==> config.mk <==
export PLATFORM = sky130hd
export DESIGN_NAME = keyed_watchdog
export DESIGN_NICKNAME = d
export VERILOG_FILES = /design/src/rtl/kwd_pkg.sv /design/src/rtl/kwd_keyseq.sv /design/src/rtl/kwd_downcnt.sv /design/src/rtl/keyed_watchdog.sv
export SDC_FILE = /design/constraint.sdc
export NUM_CORES = 1
export LEC_CHECK = 0
export BUFFER_PORTS_ARGS = -buffer_cell sky130_fd_sc_hd__buf_2
export CAP_MARGIN = 30
export CORE_ASPECT_RATIO = 1.1
export CORE_MARGIN = 2
export CORE_UTILIZATION = 52
export DETAILED_ROUTE_END_ITERATION = 16
export HOLD_SLACK_MARGIN = 0.05
export PLACE_DENSITY = 0.77
export SLEW_MARGIN = 20
export SYNTH_ARGS = -nofsm -noshare
export SYNTH_HDL_FRONTEND = slang
export SYNTH_SLANG_ARGS = --single-unit
export TNS_END_PERCENT = 20
==> constraint.sdc <==
create_clock -name clk -period 2.45 [get_ports clk]
set_input_delay 0.3675 -clock clk [delete_from_list [all_inputs] [get_ports clk]]
set_output_delay 0.3675 -clock clk [all_outputs]
set_load 0.01 [all_outputs]
==> src/rtl/kwd_pkg.sv <==
// Shared offsets, key bytes and key-state type for the keyed watchdog.
// Assumes byte offsets on a 5-bit address; register layout is fixed here.
package kwd_pkg;
    localparam int ADDR_W = 5;
    localparam logic [ADDR_W-1:0] OFS_PV1 = 5'h00;
    localparam logic [ADDR_W-1:0] OFS_PV2 = 5'h04;
    localparam logic [ADDR_W-1:0] OFS_KEY = 5'h0C;
    localparam logic [ADDR_W-1:0] OFS_RLD = 5'h0D;
    localparam logic [ADDR_W-1:0] OFS_CTL = 5'h10;
    localparam logic [ADDR_W-1:0] OFS_STS = 5'h14;
    localparam logic [ADDR_W-1:0] OFS_LCK = 5'h18;
    localparam logic [7:0] KEY_FIRST  = 8'h80;
    localparam logic [7:0] KEY_SECOND = 8'h86;
    typedef enum logic [1:0] {KS_IDLE, KS_HALF, KS_OPEN} key_state_t;
endpackage

==> src/rtl/kwd_keyseq.sv <==
// Key sequencer: two ordered bytes to the key offset open the key for
// exactly one following write. Any other write closes it again.
// Assumes at most one write per cycle.
module kwd_keyseq
    import kwd_pkg::*;
(
    input  logic              clk,
    input  logic              rst_n,
    input  logic              wr_en,
    input  logic [ADDR_W-1:0] wr_addr,
    input  logic [7:0]        wr_byte,
    output logic              key_open
);
    key_state_t ks_q;
    logic       at_key;

    // Decode whether the current write targets the key offset
    assign at_key = (wr_addr == OFS_KEY);

    // Advance the key state on every write
    always_ff @(posedge clk) begin
        if (!rst_n) begin
            ks_q <= KS_IDLE;
        end else if (wr_en) begin
            unique case (ks_q)
                KS_IDLE: ks_q <= (at_key && wr_byte == KEY_FIRST)  ? KS_HALF : KS_IDLE;
                KS_HALF: ks_q <= (at_key && wr_byte == KEY_SECOND) ? KS_OPEN : KS_IDLE;
                default: ks_q <= KS_IDLE;
            endcase
        end
    end

    // Key is usable only in the open state
    assign key_open = (ks_q == KS_OPEN);
endmodule

==> src/rtl/kwd_downcnt.sv <==
// Two-stage down counter. With the prescaler on, a preload fills the upper
// PV_W bits of a PV_W+PRE_SHIFT counter with ones below, so a stage lasts
// (pv+1)*2^PRE_SHIFT cycles; without it a stage lasts pv+1 cycles.
// Assumes PRE_SHIFT >= 1 and PRE_SHIFT <= PV_W.
module kwd_downcnt #(
    parameter int PV_W      = 20,
    parameter int PRE_SHIFT = 15
) (
    input  logic            clk,
    input  logic            rst_n,
    input  logic            run,
    input  logic            kick,
    input  logic            presc,
    input  logic [PV_W-1:0] pv_a,
    input  logic [PV_W-1:0] pv_b,
    output logic [PV_W-1:0] units,
    output logic            in_b,
    output logic            exp_a,
    output logic            exp_b
);
    localparam int CW = PV_W + PRE_SHIFT;

    logic [CW-1:0] cnt_q;
    logic          stg_q;
    logic          at_zero;

    // Counter image of a preload for the current prescale mode
    function automatic logic [CW-1:0] span(input logic [PV_W-1:0] pv, input logic p);
        span = p ? {pv, {PRE_SHIFT{1'b1}}} : {{PRE_SHIFT{1'b0}}, pv};
    endfunction

    // Expiry strobes for the running stage
    always_comb begin
        at_zero = (cnt_q == '0);
        exp_a   = run && !kick && at_zero && !stg_q;
        exp_b   = run && !kick && at_zero &&  stg_q;
    end

    // Load, chain stages or count down
    always_ff @(posedge clk) begin
        if (!rst_n) begin
            cnt_q <= '0;
            stg_q <= 1'b0;
        end else if (!run || kick) begin
            cnt_q <= span(pv_a, presc);
            stg_q <= 1'b0;
        end else if (at_zero) begin
            cnt_q <= stg_q ? span(pv_a, presc) : span(pv_b, presc);
            stg_q <= ~stg_q;
        end else begin
            cnt_q <= cnt_q - 1'b1;
        end
    end

    // Remaining whole units and current stage
    assign units = presc ? cnt_q[CW-1:PRE_SHIFT] : cnt_q[PV_W-1:0];
    assign in_b  = stg_q;
endmodule

==> src/rtl/keyed_watchdog.sv <==
// Top of the keyed two-stage watchdog: register file, write gating by key
// and lock, timeout flag and reset-request outputs.
// Assumes DW > PV_W and one register write per cycle; reads are combinational.
module keyed_watchdog
    import kwd_pkg::*;
#(
    parameter int DW        = 32,
    parameter int PV_W      = 20,
    parameter int PRE_SHIFT = 15
) (
    input  logic              clk,
    input  logic              rst_n,
    input  logic              wr_en,
    input  logic [ADDR_W-1:0] wr_addr,
    input  logic [DW-1:0]     wr_data,
    input  logic [ADDR_W-1:0] rd_addr,
    output logic [DW-1:0]     rd_data,
    output logic              tout_flag,
    output logic              rst_warm,
    output logic              rst_cold,
    output logic              wd_pin
);
    logic [PV_W-1:0] pv1_q, pv2_q, units;
    logic            presc_q, warm_q, rsten_q, togdis_q;
    logic            en_q, lock_q;
    logic            key_open, stage2, exp1, exp2;
    logic            wr_pv1, wr_pv2, wr_rld, wr_ctl, wr_lck, kick, clr;
    logic [7:0]      wb;
    logic            unused_hi;

    assign wb        = wr_data[7:0];
    assign unused_hi = ^wr_data[DW-1:PV_W];

    kwd_keyseq u_key (
        .clk     (clk),
        .rst_n   (rst_n),
        .wr_en   (wr_en),
        .wr_addr (wr_addr),
        .wr_byte (wb),
        .key_open(key_open)
    );

    kwd_downcnt #(.PV_W(PV_W), .PRE_SHIFT(PRE_SHIFT)) u_cnt (
        .clk  (clk),
        .rst_n(rst_n),
        .run  (en_q),
        .kick (kick),
        .presc(presc_q),
        .pv_a (pv1_q),
        .pv_b (pv2_q),
        .units(units),
        .in_b (stage2),
        .exp_a(exp1),
        .exp_b(exp2)
    );

    // Gate writes by key and lock
    always_comb begin
        wr_pv1 = wr_en && key_open && !lock_q && (wr_addr == OFS_PV1);
        wr_pv2 = wr_en && key_open && !lock_q && (wr_addr == OFS_PV2);
        wr_rld = wr_en && key_open && (wr_addr == OFS_RLD);
        wr_ctl = wr_en && !lock_q && (wr_addr == OFS_CTL);
        wr_lck = wr_en && !lock_q && (wr_addr == OFS_LCK);
        kick   = wr_rld && wb[0];
        clr    = wr_rld && wb[1];
    end

    // Configuration registers: preloads, control, enable and lock
    always_ff @(posedge clk) begin
        if (!rst_n) begin
            pv1_q <= '0; pv2_q <= '0;
            presc_q <= 1'b0; warm_q <= 1'b0; rsten_q <= 1'b0; togdis_q <= 1'b0;
            en_q <= 1'b0; lock_q <= 1'b0;
        end else begin
            if (wr_pv1) pv1_q <= wr_data[PV_W-1:0];
            if (wr_pv2) pv2_q <= wr_data[PV_W-1:0];
            if (wr_ctl) begin
                presc_q  <= wb[2];
                warm_q   <= wb[3];
                rsten_q  <= wb[4];
                togdis_q <= wb[5];
            end
            if (wr_lck) begin
                en_q   <= wb[1];
                lock_q <= wb[0];
            end
        end
    end

    // Timeout flag: a stage-one expiry wins over a clear in the same cycle
    always_ff @(posedge clk) begin
        if (!rst_n)    tout_flag <= 1'b0;
        else if (exp1) tout_flag <= 1'b1;
        else if (clr)  tout_flag <= 1'b0;
    end

    // Sticky reset request and pin toggle on stage-two expiry
    always_ff @(posedge clk) begin
        if (!rst_n) begin
            rst_warm <= 1'b0;
            rst_cold <= 1'b0;
            wd_pin   <= 1'b0;
        end else if (exp2) begin
            if (rsten_q && !rst_warm && !rst_cold) begin
                rst_warm <= warm_q;
                rst_cold <= !warm_q;
            end
            if (!togdis_q) wd_pin <= ~wd_pin;
        end
    end

    // Register read mux
    always_comb begin
        rd_data = '0;
        unique case (rd_addr)
            OFS_PV1: rd_data[PV_W-1:0] = pv1_q;
            OFS_PV2: rd_data[PV_W-1:0] = pv2_q;
            OFS_RLD: rd_data[1]        = tout_flag;
            OFS_CTL: rd_data[5:2]      = {togdis_q, rsten_q, warm_q, presc_q};
            OFS_STS: begin
                rd_data[DW-1]      = stage2;
                rd_data[PV_W-1:0]  = units;
            end
            OFS_LCK: rd_data[1:0]      = {en_q, lock_q};
            default: rd_data = '0;
        endcase
    end
endmodule

==> results by group <==
Synth
  – Synth warn: 0
  – Synth top area share: between 30% and 40%
  – Post-synthesis mux area share: 10.2%
  – Post-Synth Simple-Gate Area: around a quarter
  – Syn Area/Cell: roughly 8 sq um
  – Post-Synth XOR/XNOR Area: approximately 4.6%
  – Unique masters post-synth: 60
  – Largest family of logic cells by synthesized area: simple AND/OR/NAND/NOR gates
  – Asr flop ratio synth: 0%
  – Synth Area in Compound Gates: between 20% and 30%
  – EDFF count, synth: 0
  – Synth Flop Type: dfxtp_1
  – Sequential fraction of the synthesis area: about a third
  – Post-synthesis register bit count: between 80 and 90
  – Area leader, netlist: dfxtp_1
  – Synth Cell Area: between 5000 and 6000 sq um
  – Synth area leaders: dfxtp_1, nand2_1, a21oi_1
  – Synth Area in Adders: less than 1%
  – Synth Instances: ~700

STA
  – Final Hold Fails: 0
  – Min cycle time layout: 2.40 ns
  – Max-slew headroom: 63.9%
  – Max-slew violation count: 0
  – Worst Skew: between 0.015 and 0.02 ns
  – RSZ-0062 raised after global routing: true
  – Setup Viol. Count Final: 0
  – Worst slew pin tran: between 0.5 and 0.6 ns
  – Period utilization: between 90% and 100%
  – Hold slack final: 0.238 ns
  – Peak Freq: approximately 420 MHz

Floorplanning
  – Initial Util: between 50 and 60%
  – Rows: 38
  – Die Wd: about 100 microns
  – Ports: 81
  – Die area: about 11000 sq um
  – Core Area: between 9000 and 10000 sq um
  – Die Y: 110 microns

Route
  – Wire length per cell: 20.0 microns
  – Drt pass-1 iters: 7
  – Iteration-0 DRC Markers: between 700 and 800
  – Post-Route WL: 17600 microns
  – DR DRC count: 0
  – Detail Route Antenna Nets: 0
  – Via count: between 5000 and 6000
  – Via density: approximately 6.4

Final layout
  – Register Area: 1770 sq um
  – Multi-input logic area: 3320 sq um
  – Area growth from synthesis to layout: 16.7%
  – Layout cell share with drive strength beyond 1: between 20% and 30%
  – Nets: 800
  – Ant diodes: 0
  – Fillers: approximately 890

Flow run
  – Max-cap violations: 0

Place
  – IO Port Bufs: 57
  – Gp weighted congestion: about 1.0
  – Hpwl dp: around 13000 microns

Pwr
  – Leakage: roughly 2.4 nW
  – Pwr dens: around 450 nW/um^2
  – Power, Total: between 2 and 3 mW
  – Maximum vdd drop: approximately 0.38 mV

Global route
  – Initial antenna violation count: 0
  – Met2 GRT Util: about half
  – Overall routing resource usage: between 30% and 40%
  – Grt ovf: 0
  – Met3 usage: 6.99%
  – Vias in the first global route: 5282
  – First-pass GRT wire length: approximately 28000 microns
  – Most Crowded Layer GR: met2
  – Met1 Usage GRT: 44.7%
  – Largest net degree at the start of global routing: 43

CTS
  – Clock transition at path regs: between 0.1 and 0.15 ns
  – CTS max path bufs: 2
  – CTS hold repair buffers: 0
  – CTS Buf Count: 9
  – CTS sink cnt: 88
  – Worst-Skew Late Latency: ~0.38 ns
  – H-tree depth: 3
  – CTS tree: built
  – Clock root buffer: clkbuf_8

Worst setup path
  – Worst Path Buf+Inv: 0
  – Critical path, cell by cell: or4_4, or3_4, or4_4, nor4b_4, xnor2_1, o21ai_2
  – CP max stage cell: or4_4
  – Reg2Reg Depth: 6
  – CP startpoint kind: register
  – CP endpoint kind: register
  – R2r setup slk: approximately 0.05 ns
  – Worst Path Required: between 2 and 3 ns
  – CP most frequent cell: or4_4
  – WS Path Type: reg -> reg
  – Worst path top cell family by delay: simple AND/OR/NAND/NOR gates
  – Worst-path fanout max: 4
  – Max incr delay on CP: between 0.5 and 0.6 ns
  – R2r endpoint: u_cnt.cnt_q[29]$_SDFF_PN0_
  – Worst R2R Start: u_cnt.cnt_q[6]$_SDFF_PN0_
  – WP data arrival: roughly 2.7 ns

Worst hold path
  – Hold_sp: wr_data[9]
  – Worst hold path depth: 3
  – Worst Hold End: pv1_q[9]$_SDFFE_PN0P_
  – Path category of the worst min-delay check: in -> reg

Status
  – Outcome: completed
[cell usage after synthesis (4+ instances only)]
| master | instances |
|---|---|
| inv_1 | 8 |
| a21oi_1 | 75 |
| o221a_2 | 10 |
| nand4_1 | 4 |
| nor2b_1 | 7 |
| mux2_2 | 26 |
| a2111oi_0 | 6 |
| dfxtp_1 | 88 |
| nor3_1 | 25 |
| o21ai_0 | 35 |
| a31oi_1 | 7 |
| and2_1 | 5 |
| buf_4 | 11 |
| nand3_1 | 24 |
| nand2_1 | 113 |
| a22oi_1 | 16 |
| nor4_1 | 14 |
| nand2b_1 | 6 |
| nor3b_1 | 5 |
| nor2_1 | 36 |
| clkbuf_1 | 41 |
| buf_1 | 4 |
| mux2i_1 | 25 |
| xnor2_1 | 16 |
| xor2_1 | 12 |
| or3_1 | 8 |
[cells by family (layout without fill, tap and decap cells)]
group | Yosys count | count (layout)
compound gates | 182 | 182
xor+xnor | 28 | 28
fa+ha+maj | 1 | 1
buf+inv | 67 | 134
flops | 88 | 88
mux | 51 | 51
other cells | 1 | 11
simple gates | 264 | 264
[worst max path at each step]
stage                                      end                 startpoint  slack [ns]  cells after the start
floorplan           u_cnt.cnt_q[29]$_SDFF_PN0_  u_cnt.cnt_q[6]$_SDFF_PN0_        0.06                      7
global placement    u_cnt.cnt_q[12]$_SDFF_PN0_  u_cnt.cnt_q[0]$_SDFF_PN0_        0.02                      8
detailed placement   u_cnt.cnt_q[0]$_SDFF_PN0_  u_cnt.cnt_q[0]$_SDFF_PN0_       -0.05                      8
CTS                 u_cnt.cnt_q[29]$_SDFF_PN0_  u_cnt.cnt_q[6]$_SDFF_PN0_        0.03                      6
global route         u_cnt.cnt_q[4]$_SDFF_PN0_  u_cnt.cnt_q[6]$_SDFF_PN0_       -0.07                      6
finish              u_cnt.cnt_q[29]$_SDFF_PN0_  u_cnt.cnt_q[6]$_SDFF_PN0_        0.05                      6
[power breakdown]
part / switching [mW] / internal (mW) / leakage [nW] / total (mW)
registers: 0.00446 / 1.43 / 0.709 / 1.44
clock network: 0.598 / 0.376 / 0.0822 / 0.973
logic: 0.214 / 0.143 / 1.65 / 0.357
[state kept, by name, indices dropped and copies added (netlist names), 2 cells and up]
name,cells
u_cnt.cnt_q,35
pv1_q,20
u_key.ks_q,2
pv2_q,20
[placed cells by master (no fill, tap or decap), types with 3 or more instances in the layout]
cell and count:
nand2_1 113, dfxtp_1 87, a21oi_1 75, buf_2 57, buf_4 48, nor2_1 36
o21ai_0 35, mux2_2 26, mux2i_1 25, nand3_1 24, nor3_1 23, a22oi_1 16
xnor2_1 16, xor2_1 12, nor4_1 11, conb_1 11, o221a_2 10, clkbuf_8 9
inv_1 7, a31oi_1 7, nor2b_1 7, nand2b_1 6, or3_1 6, and2_1 5
a2111oi_0 5, buf_12 5, nor3b_1 4, nand4_1 4, nor4_2 3, o211ai_1 3
a221oi_1 3, nor4b_1 3, o22ai_1 3, a2bb2oi_1 3, o31ai_1 3, clkinvlp_4 3
[layout make-up]
cell class	instances	share of cell area (%)
inverters	8	0.485
repair buffers	110	12.1
clock inverters	7	0.870
clock buffers	9	2.00
well taps	120	2.43
flip-flops and latches	88	28.5
multi-input cells	537	53.6
[routing by layer]
metal	routed length, microns	up-vias
met3	1780	36
met4	450	0
met2	8070	342
met1	7250	2673
li1	-	2587
met5	0	-
[worst register-to-register path, stage by stage, from the launching register on]
cell and delay (ns):
dfxtp_1 0.37, or4_4 0.56, or3_4 0.40, or4_4 0.47
nor4b_4 0.28, xnor2_1 0.16, o21ai_2 0.06
[metrics by stage]
| stage | utilization [%] | setup TNS (ns) | setup slack, ns | std cells | instance area (sq um) |
|---|---|---|---|---|---|
| after global placement | 60.4 | 0 | 0.0206 | 863 | 5970 |
| after global routing | 62.6 | -0.504 | -0.0675 | 879 | 6190 |
| final | 62.6 | 0 | 0.0504 | 879 | 6190 |
| after detailed placement | 60.4 | -0.173 | -0.0543 | 863 | 5970 |
| after floorplan | - | 0 | 0.0582 | 692 | 5340 |
| after CTS | 62.2 | 0 | 0.0298 | 879 | 6150 |
[what timing repair did]
item | CTS | global route
endpoints found under the setup margin | 10 | 26
gates resized for setup | 1 | 7
setup buffers | 0 | 0
endpoints found under the hold margin | 0 | 0
gates cloned | 0 | 0
No activity file was read; power rests on OpenSTA's default activity.
